### config.mk
export PLATFORM = sky130hd
export DESIGN_NAME = blkbuf_top
export DESIGN_NICKNAME = d
export VERILOG_FILES = /design/src/rtl/blkbuf_pkg.sv /design/src/rtl/blkbuf_ram.sv /design/src/rtl/blkbuf_swptr.sv /design/src/rtl/blkbuf_engctr.sv /design/src/rtl/blkbuf_arb.sv /design/src/rtl/blkbuf_top.sv
export SDC_FILE = /design/constraint.sdc
export NUM_CORES = 1
export LEC_CHECK = 0
export BUFFER_PORTS_ARGS = -buffer_cell sky130_fd_sc_hd__buf_2
export CAP_MARGIN = 30
export CORE_MARGIN = 2
export CORE_UTILIZATION = 60
export CTS_BUF_LIST = sky130_fd_sc_hd__clkbuf_2 sky130_fd_sc_hd__clkbuf_4 sky130_fd_sc_hd__clkbuf_8
export CTS_CLUSTER_DIAMETER = 150
export CTS_CLUSTER_SIZE = 30
export DETAILED_ROUTE_END_ITERATION = 8
export PLACE_DENSITY = 0.78
export SYNTH_ARGS = -nofsm -noshare
export SYNTH_HDL_FRONTEND = slang
export SYNTH_SLANG_ARGS = --single-unit
### constraint.sdc
create_clock -name clk -period 3.1 [get_ports clk]
set_clock_uncertainty 0.15 [all_clocks]
set_input_delay 0.465 -clock clk [delete_from_list [all_inputs] [get_ports clk]]
set_output_delay 0.465 -clock clk [all_outputs]
set_load 0.01 [all_outputs]
### src/rtl/blkbuf_pkg.sv
package blkbuf_pkg;
  typedef enum logic {
    DIR_TO_BUS   = 1'b0,
    DIR_FROM_BUS = 1'b1
  } eng_dir_e;
endpackage

### src/rtl/blkbuf_ram.sv
module blkbuf_ram #(
  parameter int DEPTH = 32,
  parameter int DW    = 8,
  localparam int AW   = $clog2(DEPTH)
) (
  input  logic          clk,
  input  logic          we,
  input  logic [AW-1:0] addr,
  input  logic [DW-1:0] wdata,
  output logic [DW-1:0] rdata
);
  logic [DW-1:0] mem [DEPTH];

  // single port, read-first, registered output
  always_ff @(posedge clk) begin
    if (we) mem[addr] <= wdata;
    rdata <= mem[addr];
  end
endmodule

### src/rtl/blkbuf_swptr.sv
module blkbuf_swptr #(
  parameter int DEPTH = 32,
  localparam int AW   = $clog2(DEPTH)
) (
  input  logic          clk,
  input  logic          rst,
  input  logic          clr,
  input  logic          step,
  output logic [AW-1:0] idx
);
  localparam logic [AW-1:0] LAST = AW'(DEPTH - 1);

  always_ff @(posedge clk) begin
    if (rst)       idx <= '0;
    else if (clr)  idx <= '0;
    else if (step) idx <= (idx == LAST) ? '0 : idx + 1'b1;
  end

  AST_IDX_CLEAR: assert property (@(posedge clk) disable iff (rst)
    clr |=> idx == '0);
  AST_IDX_WRAP: assert property (@(posedge clk) disable iff (rst)
    (!clr && step && idx == LAST) |=> idx == '0);
  AST_IDX_HOLD: assert property (@(posedge clk) disable iff (rst)
    (!clr && !step) |=> $stable(idx));
endmodule

### src/rtl/blkbuf_engctr.sv
module blkbuf_engctr
  import blkbuf_pkg::*;
#(
  parameter int DEPTH = 32,
  parameter int CNT_W = 8,
  localparam int AW   = $clog2(DEPTH),
  localparam int CW   = $clog2(DEPTH + 1)
) (
  input  logic             clk,
  input  logic             rst,
  input  logic             start,
  input  logic             dir_in,
  input  logic [CNT_W-1:0] count,
  input  logic             req,
  output logic             grant,
  output logic             done,
  output eng_dir_e         dir,
  output logic [AW-1:0]    addr
);
  localparam logic [CNT_W-1:0] DEPTH_C = CNT_W'(DEPTH);

  logic [CW-1:0] cnt;
  logic [CW-1:0] lim;

  assign done  = (cnt == lim);
  assign grant = req && !start && !done;
  assign addr  = cnt[AW-1:0];

  always_ff @(posedge clk) begin
    if (rst) begin
      cnt <= '0;
      lim <= '0;
      dir <= DIR_TO_BUS;
    end else if (start) begin
      cnt <= '0;
      lim <= (count > DEPTH_C) ? CW'(DEPTH) : CW'(count);
      dir <= eng_dir_e'(dir_in);
    end else if (grant) begin
      cnt <= cnt + 1'b1;
    end
  end

  AST_NO_OVERRUN: assert property (@(posedge clk) disable iff (rst)
    cnt <= lim);
  AST_LIM_CAP: assert property (@(posedge clk) disable iff (rst)
    lim <= CW'(DEPTH));
  AST_START_ZERO: assert property (@(posedge clk) disable iff (rst)
    start |=> cnt == '0);
  AST_DONE_FROZEN: assert property (@(posedge clk) disable iff (rst)
    (done && !start) |=> $stable(cnt));
endmodule

### src/rtl/blkbuf_arb.sv
module blkbuf_arb
  import blkbuf_pkg::*;
#(
  parameter int DEPTH = 32,
  parameter int DW    = 8,
  localparam int AW   = $clog2(DEPTH)
) (
  input  logic          clk,
  input  logic          rst,
  input  logic          sw_wr,
  input  logic          sw_rd,
  input  logic [DW-1:0] sw_wdata,
  input  logic [AW-1:0] sw_idx,
  input  logic          eng_grant,
  input  eng_dir_e      eng_dir,
  input  logic [AW-1:0] eng_addr,
  input  logic [DW-1:0] eng_wdata,
  output logic          sw_grant,
  output logic          sw_stall,
  output logic          ram_we,
  output logic [AW-1:0] ram_addr,
  output logic [DW-1:0] ram_wdata,
  output logic          sw_rvalid,
  output logic          eng_rvalid
);
  logic sw_req;
  assign sw_req   = sw_wr || sw_rd;
  assign sw_grant = sw_req && !eng_grant;
  assign sw_stall = sw_req && eng_grant;

  always_comb begin
    if (eng_grant) begin
      ram_addr  = eng_addr;
      ram_we    = (eng_dir == DIR_FROM_BUS);
      ram_wdata = eng_wdata;
    end else begin
      ram_addr  = sw_idx;
      ram_we    = sw_grant && sw_wr;
      ram_wdata = sw_wdata;
    end
  end

  always_ff @(posedge clk) begin
    if (rst) begin
      sw_rvalid  <= 1'b0;
      eng_rvalid <= 1'b0;
    end else begin
      sw_rvalid  <= sw_grant && sw_rd && !sw_wr;
      eng_rvalid <= eng_grant && (eng_dir == DIR_TO_BUS);
    end
  end

  AST_RVALID_READ_ONLY: assert property (@(posedge clk) disable iff (rst)
    sw_rvalid |-> $past(sw_rd && !sw_wr));
  AST_STALL_NO_RVALID: assert property (@(posedge clk) disable iff (rst)
    sw_stall |=> !sw_rvalid);
endmodule

### src/rtl/blkbuf_top.sv
module blkbuf_top
  import blkbuf_pkg::*;
#(
  parameter int DEPTH = 32,
  parameter int DW    = 8,
  parameter int CNT_W = 8
) (
  input  logic             clk,
  input  logic             rst,
  input  logic             sw_wr,
  input  logic             sw_rd,
  input  logic [DW-1:0]    sw_wdata,
  input  logic             ctrl_rd,
  output logic [DW-1:0]    sw_rdata,
  output logic             sw_rvalid,
  output logic             sw_stall,
  input  logic             eng_start,
  input  logic             eng_dir,
  input  logic [CNT_W-1:0] eng_count,
  input  logic             eng_req,
  input  logic [DW-1:0]    eng_wdata,
  output logic [DW-1:0]    eng_rdata,
  output logic             eng_rvalid,
  output logic             eng_done
);
  localparam int AW = $clog2(DEPTH);

  logic          sw_grant, eng_grant, ram_we;
  logic [AW-1:0] sw_idx, eng_addr, ram_addr;
  logic [DW-1:0] ram_wdata, ram_q;
  eng_dir_e      dir_q;

  blkbuf_swptr #(.DEPTH(DEPTH)) u_swptr (
    .clk(clk), .rst(rst), .clr(ctrl_rd), .step(sw_grant), .idx(sw_idx)
  );

  blkbuf_engctr #(.DEPTH(DEPTH), .CNT_W(CNT_W)) u_engctr (
    .clk(clk), .rst(rst), .start(eng_start), .dir_in(eng_dir),
    .count(eng_count), .req(eng_req), .grant(eng_grant),
    .done(eng_done), .dir(dir_q), .addr(eng_addr)
  );

  blkbuf_arb #(.DEPTH(DEPTH), .DW(DW)) u_arb (
    .clk(clk), .rst(rst), .sw_wr(sw_wr), .sw_rd(sw_rd),
    .sw_wdata(sw_wdata), .sw_idx(sw_idx), .eng_grant(eng_grant),
    .eng_dir(dir_q), .eng_addr(eng_addr), .eng_wdata(eng_wdata),
    .sw_grant(sw_grant), .sw_stall(sw_stall), .ram_we(ram_we),
    .ram_addr(ram_addr), .ram_wdata(ram_wdata),
    .sw_rvalid(sw_rvalid), .eng_rvalid(eng_rvalid)
  );

  blkbuf_ram #(.DEPTH(DEPTH), .DW(DW)) u_ram (
    .clk(clk), .we(ram_we), .addr(ram_addr), .wdata(ram_wdata), .rdata(ram_q)
  );

  assign sw_rdata  = ram_q;
  assign eng_rdata = ram_q;

  AST_ENG_RVALID_DIR: assert property (@(posedge clk) disable iff (rst)
    eng_rvalid |-> $past(eng_req && !eng_done));
  AST_START_HOLDS_IDX: assert property (@(posedge clk) disable iff (rst)
    (eng_start && !ctrl_rd && !sw_wr && !sw_rd) |=> $stable(sw_idx));
endmodule

==> results summary, run 1 <==
The flow ran to the end, and the final reports show no timing, DRC or antenna violations. Counting flops and latches in the post-synthesis netlist gives about 280. The via density per instance came out at a little over 6. The area share of the largest cell type after synthesis came out at roughly 66%. Timing would allow up to around 340 MHz. The length of the first detailed-routing pass in iterations came out at 5. The hold slack came out at 0.0185 ns. The mean area per synthesized cell came out at 14.2 um2. The number of synthesis warnings came out at 0. By area the synthesized netlist is led by edfxtp_1 (66%), mux2i_1 (8.5%), dfxtp_1 (4.8%). The worst setup path is launched from a flop. The residual antenna-violating net count after detailed routing came out at 0.

Measured along the y axis, the die boundary spans 143 um. The share of synthesized flip-flops with an asynchronous set or reset came out at 0%. The number of setup violations in the final report came out at 0. The final critical path time including I/O delays and setup came out at slightly below 3 ns. The clock sink count came out at roughly 280. The dominant cell type by area after synthesis is edfxtp_1. The overall die width is 143 um.

The die footprint is between 20000 and 25000 um2. The antenna diode instance count is 0. Port buffering added 51 buffers.

The final count of pins violating max slew came out at 0. The area growth from synthesis to layout is 10.2%. The initial standard-cell utilization of the core came out at 61.5%.

The critical path required time came out at 3.36 ns. The wire-length estimate of the detail-placed layout is approximately 17 mm. The congestion estimate from routability-driven global placement came to roughly 0.93. The number of global-route vias before repair is roughly 7200. The post-synthesis sequential area ratio is approximately 70%. The post-route netlist has 18.3% of its cells at a drive strength greater than 1. The pin count of the biggest net entering global routing is 36. The net count after synthesis came out at about 850. The number of nets in the layout came out at 936. The count of boundary I/O pins is 52. The total standard cell area after synthesis came out at 11600 um2. The largest fanout on the critical path is 16. The remaining routing DRC violations came out at 0. In this run the static leakage power is approximately 0.0049 uW.

Setup repair after global routing left no endpoint under its margin. Once routing completed, OpenROAD measured the worst setup slack at ~0.15 ns. The final wirelength came out at ~25 mm.

The number of standard cells after synthesis is around 800. In this run the number of H-tree levels came out at 1. The maximum buffer depth of the clock tree came out at 3. The number of filler cells placed in the layout came out at 1314. The initialized floorplan defines 50 standard-cell rows. The register clock-pin slew on the reported worst setup and hold paths came out at approximately 0.16 ns. The master cell of the clock root buffer is clkbuf_8.

In this run the post-CTS setup repair buffer count came out at 0. The measured slew at the worst slew-check pin is 0.626 ns. The all-layer global routing usage is approximately 25%. The wire length of the first global-routing pass came out at just under 40 mm. At the worst endpoint, the arrival time is between 3 and 4 ns.

The critical path class is flop to flop. The core area came out at around 19000 um2. In this run the worst hold path is classified as input pin to flop. The post-placement setup slack came out at -0.0995 ns.

The total placed cells including tap cells is 1144. The number of enable-type register cells in the synthesized netlist came out at ~260. Across all layers, the routed design uses roughly 7100 vias. The worst-case IR drop observed on VDD is 0.325 mV. Cells fill between 60 and 70% of the core in the end. The worst-skew pair later-pin latency is 0.51 ns. After detailed routing, the average wire length per cell comes to 21.6 um. The headroom to the max-slew limit came out at 57.9%. The count of endpoints failing hold in the final timing report came out at 0. Clock tree synthesis inserted a total of 13 buffers. The worst setup path is captured at a flop. The final cycle utilization of the critical path came out at a little over nine tenths. The overall overflow remaining after global route came out at 0. The TritonCTS clock tree is done. The tool flagged a number of max-cap violations equal to 0. The number of non-filler instances in the completed layout is around 1200.

The most used flip-flop cell after synthesis is edfxtp_1. The total power divided by cell area is about 500 nW/um2. The post-synthesis cell type count came out at 55. For this block, the initial DRC count from the detailed router was roughly 850. The initial antenna violation count came out at 0.
-- worst max-delay path, cell delays in order (launching register included) --
cell	delay (ns)
dfxtp_1	0.43
xnor2_2	0.15
nand4_1	0.23
o21ai_4	0.33
mux2i_2	0.26
buf_4	0.25
or2_4	0.22
o22ai_1	0.08
nor4_1	0.58
nand4_1	0.16
-- metal layers --
layer	part of all wire (%)	wire length, um	track usage [%]
met5	0	0	0
met4	2.8	704	7.61
met3	8.2	2060	4.53
met2	48	12200	42.2
met1	41	10300	34.9
-- cells in the final DEF, fill, tap and decap left out, types with 5 or more instances in the layout --
| cell | n |
|---|---|
| edfxtp_1 | 256 |
| clkbuf_4 | 7 |
| o22ai_1 | 40 |
| dfxtp_1 | 28 |
| nand3_1 | 9 |
| buf_2 | 51 |
| nand4_1 | 7 |
| mux2i_1 | 98 |
| buf_4 | 66 |
| nand2_1 | 112 |
| nor4_2 | 6 |
| xnor2_1 | 7 |
| nor3_1 | 23 |
| clkbuf_8 | 13 |
| a21oi_1 | 38 |
| nor4_1 | 5 |
| nand2b_1 | 6 |
| nor2b_1 | 5 |
| nor2_1 | 59 |
| a22o_1 | 5 |
-- report_power, final --
part / leakage, uW / internal (uW) / switching (uW)
Sequential: 0.00254 / 4240 / 22.9
Combinational: 0.00219 / 196 / 352
Clock: 0.000133 / 497 / 1040
-- path summary, 6_finish.rpt --
check	depth (start not counted)	start	to	slack, ns
setup / recovery	9	u_engctr.cnt[1]	u_ram.rdata[1]	0.15
setup reg to reg	9	u_engctr.cnt[1]	u_ram.rdata[1]	0.15
hold reg to reg	1	u_engctr.lim[0]	u_engctr.lim[0]	0.40
hold / removal	2	eng_count[2]	u_engctr.lim[2]	0.02
-- cell usage after synthesis (5+ instances only) --
master      n
buf_4      17
mux2i_1    98
nand2b_1    6
buf_2      17
nand2_1   113
a22o_1      5
nand4_1     7
nor3_1     23
a21oi_1    38
or2_1       5
clkbuf_1   13
o22ai_1    40
nand3_1     9
dfxtp_1    28
edfxtp_1  256
nor2_1     60
nor2b_1     5
xnor2_1     7
nor4_1     11
-- registers in the layout (all words and copies together) (netlist names) --
name / count
u_swptr.idx: 5
u_engctr.cnt: 6
u_engctr.lim: 6
u_ram.rdata: 8
u_arb.sw_rvalid: 1
u_ram.mem: 256
u_engctr.dir: 1
u_arb.eng_rvalid: 1
-- layout make-up --
cell class	count	area [um2]	share of cell area, %
Clock buffer	20	231	1.81
Clock inverter	1	16.3	0.127
Inverter	1	3.75	0.0294
Multi-Input combinational cell	478	3080	24.2
Sequential cell	284	8250	64.6
Tap cell	260	325	2.55
Timing Repair Buffer	123	851	6.67
-- cell families (layout without fill, tap and decap cells) --
logic type	Yosys count	after routing	share of synthesized area [%]
xor gates and xnor gates	13	13	1.18
buffers and inverters	54	145	2.63
AOI/OAI and AO/OA	108	108	6.08
adders and majority gates	3	3	0.324
and+or+nand+nor	253	253	9.79
muxes	101	101	8.78
DFF	284	284	71.2
-- stage by stage --
step | power [uW] | area, um2 | TNS [ns]
2_1_floorplan | 4700 | 11600 | 0
3_3_place_gp | 4870 | 12400 | 0
4_1_cts | 6370 | 12700 | 0
6_report | 6350 | 12800 | 0
5_1_grt | 6530 | 12800 | 0
3_5_place_dp | 4890 | 12400 | -0.137
-- what timing repair did --
item,CTS,global route
endpoints found under the hold margin,2,0
hold buffers,2,0
resized for setup,1,9
endpoints found under the setup margin,1,12
No activity file was read; power rests on OpenSTA's default activity.
==> run 2, diff against run 1 <==
--- a/config.mk
+++ b/config.mk
@@ -9,7 +9,6 @@
 export CAP_MARGIN = 30
 export CORE_MARGIN = 2
 export CORE_UTILIZATION = 60
-export CTS_BUF_LIST = sky130_fd_sc_hd__clkbuf_2 sky130_fd_sc_hd__clkbuf_4 sky130_fd_sc_hd__clkbuf_8
 export CTS_CLUSTER_DIAMETER = 150
 export CTS_CLUSTER_SIZE = 30
 export DETAILED_ROUTE_END_ITERATION = 8
==> results summary, run 2 (synthesis results as in run 1) <==
The flow ran to the end, and the final reports show no timing, DRC or antenna violations. Summed over all nets, the switching power comes to ~1500 uW. After the first detailed-routing iteration, the DRC count stood at a little under 900. The antenna diode instance count is 0. The pin count of the biggest net entering global routing is 36. Based on the critical path, the design can be clocked at up to roughly 340 MHz. The tightest min-delay check is of the input pin to flop type. The total power draw came out at 6710 uW. With fillers left out, the area of the finished cells amounts to about 13000 um2. TritonCTS built the clock tree. The register with the most flip-flops in the final layout is u_ram.mem. The all-layer global routing usage came out at between 20% and 30%. The buffer count from post-CTS setup fixing is 0. The final wirelength is about 26 mm. The number of global-route vias before repair is between 7000 and 8000. Dividing the final minimum period by the clock period gives 95.2%. Setup repair after global routing left no endpoint under its margin.

The clock sink count is around 280. The placed instances occupy a cell area of 12400 um2. The count of boundary I/O pins is 52. The arrival time at the worst endpoint came out at approximately 3.2 ns. The largest registers in the layout are u_ram.mem (256), u_ram.rdata (8). In the final routed layout, each cell accounts on average for 22.0 um. In this run the worst path has a maximum fanout of 8.

The worst-skew pair later-pin latency is 0.48 ns. The headroom to the max-slew limit came out at between 50% and 60%. Combinational logic burns under 10% of the power. The total power divided by cell area came out at ~520 nW/um2. The initial antenna violation count is 0. The number of I/O port buffers is between 50 and 60. The count of standard-cell rows came out at 50. The cell internal power dissipation came out at between 5000 and 6000 uW. The timing startpoint of the critical path is u_engctr.cnt[0].

The worst register-to-register path begins at u_engctr.cnt[0]. The critical path launch point type is a flop. The residual antenna-violating net count after detailed routing came out at 0. The register with the most flip-flops in the layout has between 200 and 300 of them. The overall overflow remaining after global route came out at 0. Counting along the longest clock path gives a buffer depth of 3. The worst vdd rail ir drop came out at 0.387 mV. In the routed layout, each cell is associated on average with a via count of about 6.2.

The path with the worst hold slack has its endpoint at u_engctr.lim[3]. The remaining routing DRC violations is 0. The depth of the worst hold-timing path is 2. The static power due to leakage is between 0.004 and 0.005 uW. The worst hold path begins at eng_count[3].

After legalization and detailed placement, the total HPWL measured 17.2 mm. The fraction of power spent switching nets is between 20% and 30%. The share of total power in the clock network came out at between 20 and 30%. The die span in y came out at ~140 um.

The number of filler cells placed in the layout came out at between 1000 and 1500. Setup violations remaining at the end of the flow were counted as 0. The top cell types in the final layout, fill and taps aside, are edfxtp_1 (256), nand2_1 (112), mux2i_1 (97). Across the run, the number of max-cap violations was 0. The core area is about 19000 um2. The initial standard-cell utilization of the core is just over 60%. STA classifies the critical path endpoint as a flop. The sequential cell fraction of total power came out at 63.5%.

The number of hold-repair buffers added at the cts stage is 0. The length of the first detailed-routing pass in iterations is 5. Relative to the synthesized area, the layout overhead comes to 11.3%. The number of buffers inserted during clock tree synthesis is 13. The final count of pins violating max slew is 0. The wire length of the first global-routing pass came out at between 30 and 40 mm.

The slack of the worst reg-to-reg path came out at approximately 0.15 ns. The library cell used most frequently in the layout, excluding fill and tap cells, is edfxtp_1. In the final layout, the share of cells above drive strength 1 is 18.0%. The worst setup path is of the flop to flop kind. The tree is rooted in a clkbuf_16. The count of endpoints failing hold in the final timing report was 0. The die covers between 20000 and 25000 um2.

The final critical path time including I/O delays and setup came out at around 2.9 ns. After the last flow step, the layout net total stands at about 930. The final weighted congestion in routability-driven placement is slightly above 0.9. The endpoint of the worst-slack reg-to-reg timing path is u_ram.rdata[7]. The overall die width is 143 um. The count of H-tree levels built during CTS came out at 1. The routed layout has between 7000 and 8000 vias. The number of cell instances on the worst register-to-register path came out at 8. The critical path required time is around 3.3 ns. After clock tree synthesis, the clock-pin slew on the worst setup and hold paths is 0.11 ns. For the pin with the worst max-slew slack, the measured transition is roughly 0.61 ns.
[run 2: changes by cell type in the layout (fill, tap and decap cells not counted), sizes merged]
cell | before | now
dlygate4sd3 | 2 | 0
[run 2: critical path: stages (launching register included)]
cell,delay (ns)
dfxtp_1,0.33
xnor2_1,0.24
nand4_1,0.25
o21ai_4,0.33
mux2_1,0.45
nand2_1,0.34
a21oi_1,0.07
a2111oi_0,0.50
nand3_1,0.16
[run 2: power by group through the flow]
| stage | logic, uW | registers [uW] | clock network (uW) |
|---|---|---|---|
| finish | 550 | 4260 | 1900 |
| global route | 596 | 4270 | 2040 |
| CTS | 548 | 4260 | 1920 |
| detailed placement | 547 | 4350 | 0 |
| global placement | 525 | 4350 | 0 |
| floorplan | 346 | 4350 | 0 |
[run 2: what timing repair did]
item	4_1_cts	5_1_grt
resized for setup	4	12
setup endpoints to repair	4	13
endpoints found under the hold margin	0	0
[run 2: per-layer routing]
metal	up-vias	wire (um)	global-route usage, %
met3	56	1940	3.79
met1	3548	10500	35.6
li1	3213	-	-
met5	-	0	0
met4	0	866	8.91
met2	354	12200	42.0
[run 2: worst max-delay path by stage]
stage / to / slack [ns]
floorplan: u_ram.mem[14][0] / 0.45
global placement: u_ram.rdata[3] / 0.07
detailed placement: u_ram.rdata[3] / -0.1
CTS: u_ram.rdata[1] / 0.009
global route: u_ram.rdata[7] / 0.003
finish: u_ram.rdata[7] / 0.15
[run 2: cell type report]
cell class / instances / area, um2 / share of cell area [%]
well taps: 260 / 325 / 2.52
repair buffers: 121 / 831 / 6.44
flip-flops and latches: 284 / 8250 / 64.0
clock inverters: 1 / 16.3 / 0.126
inverters: 1 / 3.75 / 0.0291
clock buffers: 20 / 352 / 2.73
multi-input cells: 478 / 3120 / 24.2
[run 2: through the flow]
stage,util [%],worst slack (ns),TNS (ns),hold slack (ns),std cells
floorplan,-,0.454,0,0.298,816
global placement,66.1,0.0686,0,0.349,1144
detailed placement,66.1,-0.0995,-0.137,0.375,1144
CTS,68.2,0.00888,0,0.0414,1165
global route,68.5,0.00335,0,0.0464,1165
finish,68.5,0.150,0,0.0534,1165
==> run 3, diff against run 2 <==
--- a/config.mk
+++ b/config.mk
@@ -8,11 +8,11 @@
 export BUFFER_PORTS_ARGS = -buffer_cell sky130_fd_sc_hd__buf_2
 export CAP_MARGIN = 30
 export CORE_MARGIN = 2
-export CORE_UTILIZATION = 60
+export CORE_UTILIZATION = 55
 export CTS_CLUSTER_DIAMETER = 150
 export CTS_CLUSTER_SIZE = 30
 export DETAILED_ROUTE_END_ITERATION = 8
-export PLACE_DENSITY = 0.78
+export PLACE_DENSITY = 0.75
 export SYNTH_ARGS = -nofsm -noshare
 export SYNTH_HDL_FRONTEND = slang
 export SYNTH_SLANG_ARGS = --single-unit
==> constraint.sdc (replaced) <==
create_clock -name clk -period 2.6 [get_ports clk]
set_clock_uncertainty 0.15 [all_clocks]
set_input_delay 0.39 -clock clk [delete_from_list [all_inputs] [get_ports clk]]
set_output_delay 0.39 -clock clk [all_outputs]
set_load 0.01 [all_outputs]
==> results summary, run 3 (synthesis results as in run 1) <==
The fraction of layout instances using a drive strength above 1 is between 20% and 30%. For this design the top-level I/O count stands at between 50 and 60. Net switching is between 20% and 30% of the power. Setup repair after global routing could not meet its margin everywhere. Traced cell by cell, the critical path runs through xnor2_2 > nand4_1 > o21ai_4 > mux2_2 > or2_4 > buf_4 > o22ai_2 > nor4_2 > buf_4 > nand4_1. In this run the worst path has a maximum fanout of 7. The maximum frequency from static timing analysis came out at approximately 390 MHz. Entering global routing, the biggest net connects 33 pins. The overall die width came out at ~150 um. The hold slack came out at between 0.015 and 0.02 ns. The number of maximum-capacitance constraint violations is 0.

The commonest non-fill, non-tap cell in the layout is edfxtp_1. The number of flip-flops in the largest register is about 260. The placed instances occupy a cell area of 13100 um2. The remaining routing DRC violations came out at 0. The number of global-route vias before repair came to 7054. The critical path required time came out at ~2.9 ns. The floorplan step defined a core boundary enclosing ~21000 um2. For this run, the share of the core covered by cells in the final layout is between 60% and 70%. The die span in y came out at about 150 um. Global routing finished with a remaining overflow of 0. Per report_power, the combinational group accounts for about a tenth of the total. After clock tree synthesis, the clock-pin slew on the worst setup and hold paths is between 0.1 and 0.15 ns. The initial standard-cell utilization of the core came out at 55.6%. Registers are responsible for between 60% and 70% of the overall power. In the layout the commonest cells are edfxtp_1 (256), buf_4 (114), nand2_1 (106).

The count of H-tree levels built during CTS came out at 1. More flip-flops sit in one register than any other, and that register is u_ram.mem. At the worst endpoint, the arrival time is ~2.9 ns. The DRC marker count from the first detailed-route iteration came out at around 560.

Measured in cells, the most critical reg-to-reg path has a length of 10. The all-layer global routing usage is between 20% and 30%. Summed over all nets, the half-perimeter wirelength after detailed placement is 17.5 mm. In this run the clock root is driven by a clkbuf_16. The count of standard-cell rows came out at 53. The reg-to-reg startpoint is u_engctr.cnt[2]. In the final layout, the multi-input gates occupy about 3400 um2. The largest registers in the layout are u_ram.mem (256), u_ram.rdata (8). The initial antenna violation count came out at 0. The final wirelength is roughly 27 mm. The via total after detailed routing is 7338.

The via density per instance is between 5 and 6. The static power due to leakage is roughly 0.0054 uW. The clock sink count is 284. The final critical path takes up 99.5% of the cycle. The depth of the worst hold-timing path is 2.

In this run the worst hold path is classified as input pin to flop. For this run, the slowest stage of the critical path takes 0.41 ns. The flow ran to the end, and the final reports show no timing, DRC or antenna violations. After routing the design area is around 14000 um2. The wire length of the first global-routing pass came out at around 40 mm. 0 antenna diodes ended up in the layout. The residual antenna-violating net count after detailed routing came out at 0.

The number of I/O port buffers came out at between 50 and 60. The endpoint of the worst-slack reg-to-reg timing path is u_ram.rdata[6]. The net count of the finished layout is between 1000 and 1500. The final critical path time including I/O delays and setup is around 2.6 ns.

The final weighted congestion in routability-driven placement is roughly 0.87. The total power divided by cell area came out at 581 nW/um2. The worst hold path terminates at u_arb.sw_rvalid.

The number of buffers inserted during clock tree synthesis is 13. The power spent charging and discharging nets is about 1800 uW. The critical path launch point type is a flop. The worst-skew pair later-pin latency came out at just under 0.5 ns. The worst hold path begins at sw_wr. The internal portion of the total power is ~6400 uW. The kind of end point of the critical path is a flop. The count of endpoints failing hold in the final timing report was 0. The measured slew at the worst slew-check pin came out at between 0.5 and 0.6 ns. The die footprint came out at ~22000 um2. The final setup TNS is 0 ns.

The growth of design area from synthesis to finish is 21.8%. The headroom to the max-slew limit came out at between 60 and 70%. TritonCTS built the clock tree. The clock network is responsible for ~28% of the overall power. The maximum buffer depth of the clock tree is 3. The critical path class is flop to flop. The number of filler cells placed in the layout is between 1000 and 1500.

The slack of the worst reg-to-reg path came out at 0.01 ns. The worst vdd rail ir drop came out at ~0.78 mV. The length of the first detailed-routing pass in iterations is 5. The standard cell with the maximum stage delay on the critical path is mux2_2.

In the final layout, flip-flops and latches occupy 8250 um2. The number of setup violations in the final report came out at 0. The average wire per standard cell is 21.1 um. The final count of pins violating max slew is 0.
==> run 3: cell types whose count changed in the layout (fill, tap and decap cells not counted), sizes merged <==
| cell | previous run | this run |
|---|---|---|
| dlygate4sd3 | 0 | 6 |
| clkbuf | 20 | 22 |
| buf | 121 | 197 |
==> run 3: how the worst max path moves through the flow <==
| stage | from | to | slack (ns) | cells after the start |
|---|---|---|---|---|
| finish | u_engctr.cnt[2] | u_ram.rdata[6] | 0.01 | 10 |
| global route | u_engctr.cnt[5] | u_ram.rdata[1] | -0.12 | 12 |
| CTS | u_engctr.lim[0] | u_ram.mem[15][3] | 0.002 | 9 |
| detailed placement | u_engctr.cnt[0] | u_ram.rdata[6] | -0.16 | 11 |
| global placement | u_engctr.cnt[0] | u_ram.rdata[6] | -0.12 | 11 |
| floorplan | u_engctr.cnt[0] | u_ram.mem[13][0] | -0.0007 | 7 |
==> run 3: final cells by class <==
cell class | count | area share, %
multi-input cells | 478 | 23.9
clock inverters | 1 | 0.115
clock buffers | 20 | 2.49
inverters | 1 | 0.0266
repair buffers | 205 | 12.5
flip-flops and latches | 284 | 58.5
well taps | 275 | 2.44
==> run 3: stage by stage <==
| step | setup WS, ns | power [uW] | cells |
|---|---|---|---|
| floorplan | -0.000676 | 5600 | 816 |
| global placement | -0.115 | 5910 | 1215 |
| detailed placement | -0.164 | 5930 | 1215 |
| CTS | 0.00249 | 8150 | 1246 |
| global route | -0.117 | 8430 | 1264 |
| finish | 0.0138 | 8200 | 1264 |
==> run 3: what timing repair did <==
item / CTS / global route
buffers inserted: 4 / 16
hold endpoints to repair: 10 / 0
resized for setup: 14 / 76
hold buffers: 6 / 0
pin swaps: 3 / 17
gates cloned: 0 / 2
endpoints found under the setup margin: 198 / 258
==> run 3: power by group through the flow <==
stage          sequential (uW)  clock, uW  combinational (uW)
3_5_place_dp              5180          0                 750
2_1_floorplan             5190          0                 412
5_1_grt                   5080       2440                 903
4_1_cts                   5080       2300                 768
3_3_place_gp              5180          0                 730
6_report                  5080       2270                 845
==> run 3: metal layers <==
layer,up-vias,share of wire [%],track usage [%]
met5,-,0,0
met1,3644,41,32.7
li1,3384,-,-
met3,27,6.5,2.97
met4,0,1.6,5.76
met2,283,51,40.2
==> run 3: critical path, delay by kind of cell (launching register included) <==
family	cells	cell delay, ns
simple gates	4	0.68
compound gates	2	0.45
mux	1	0.41
flops	1	0.35
buf+inv	2	0.30
xor+xnor	1	0.18
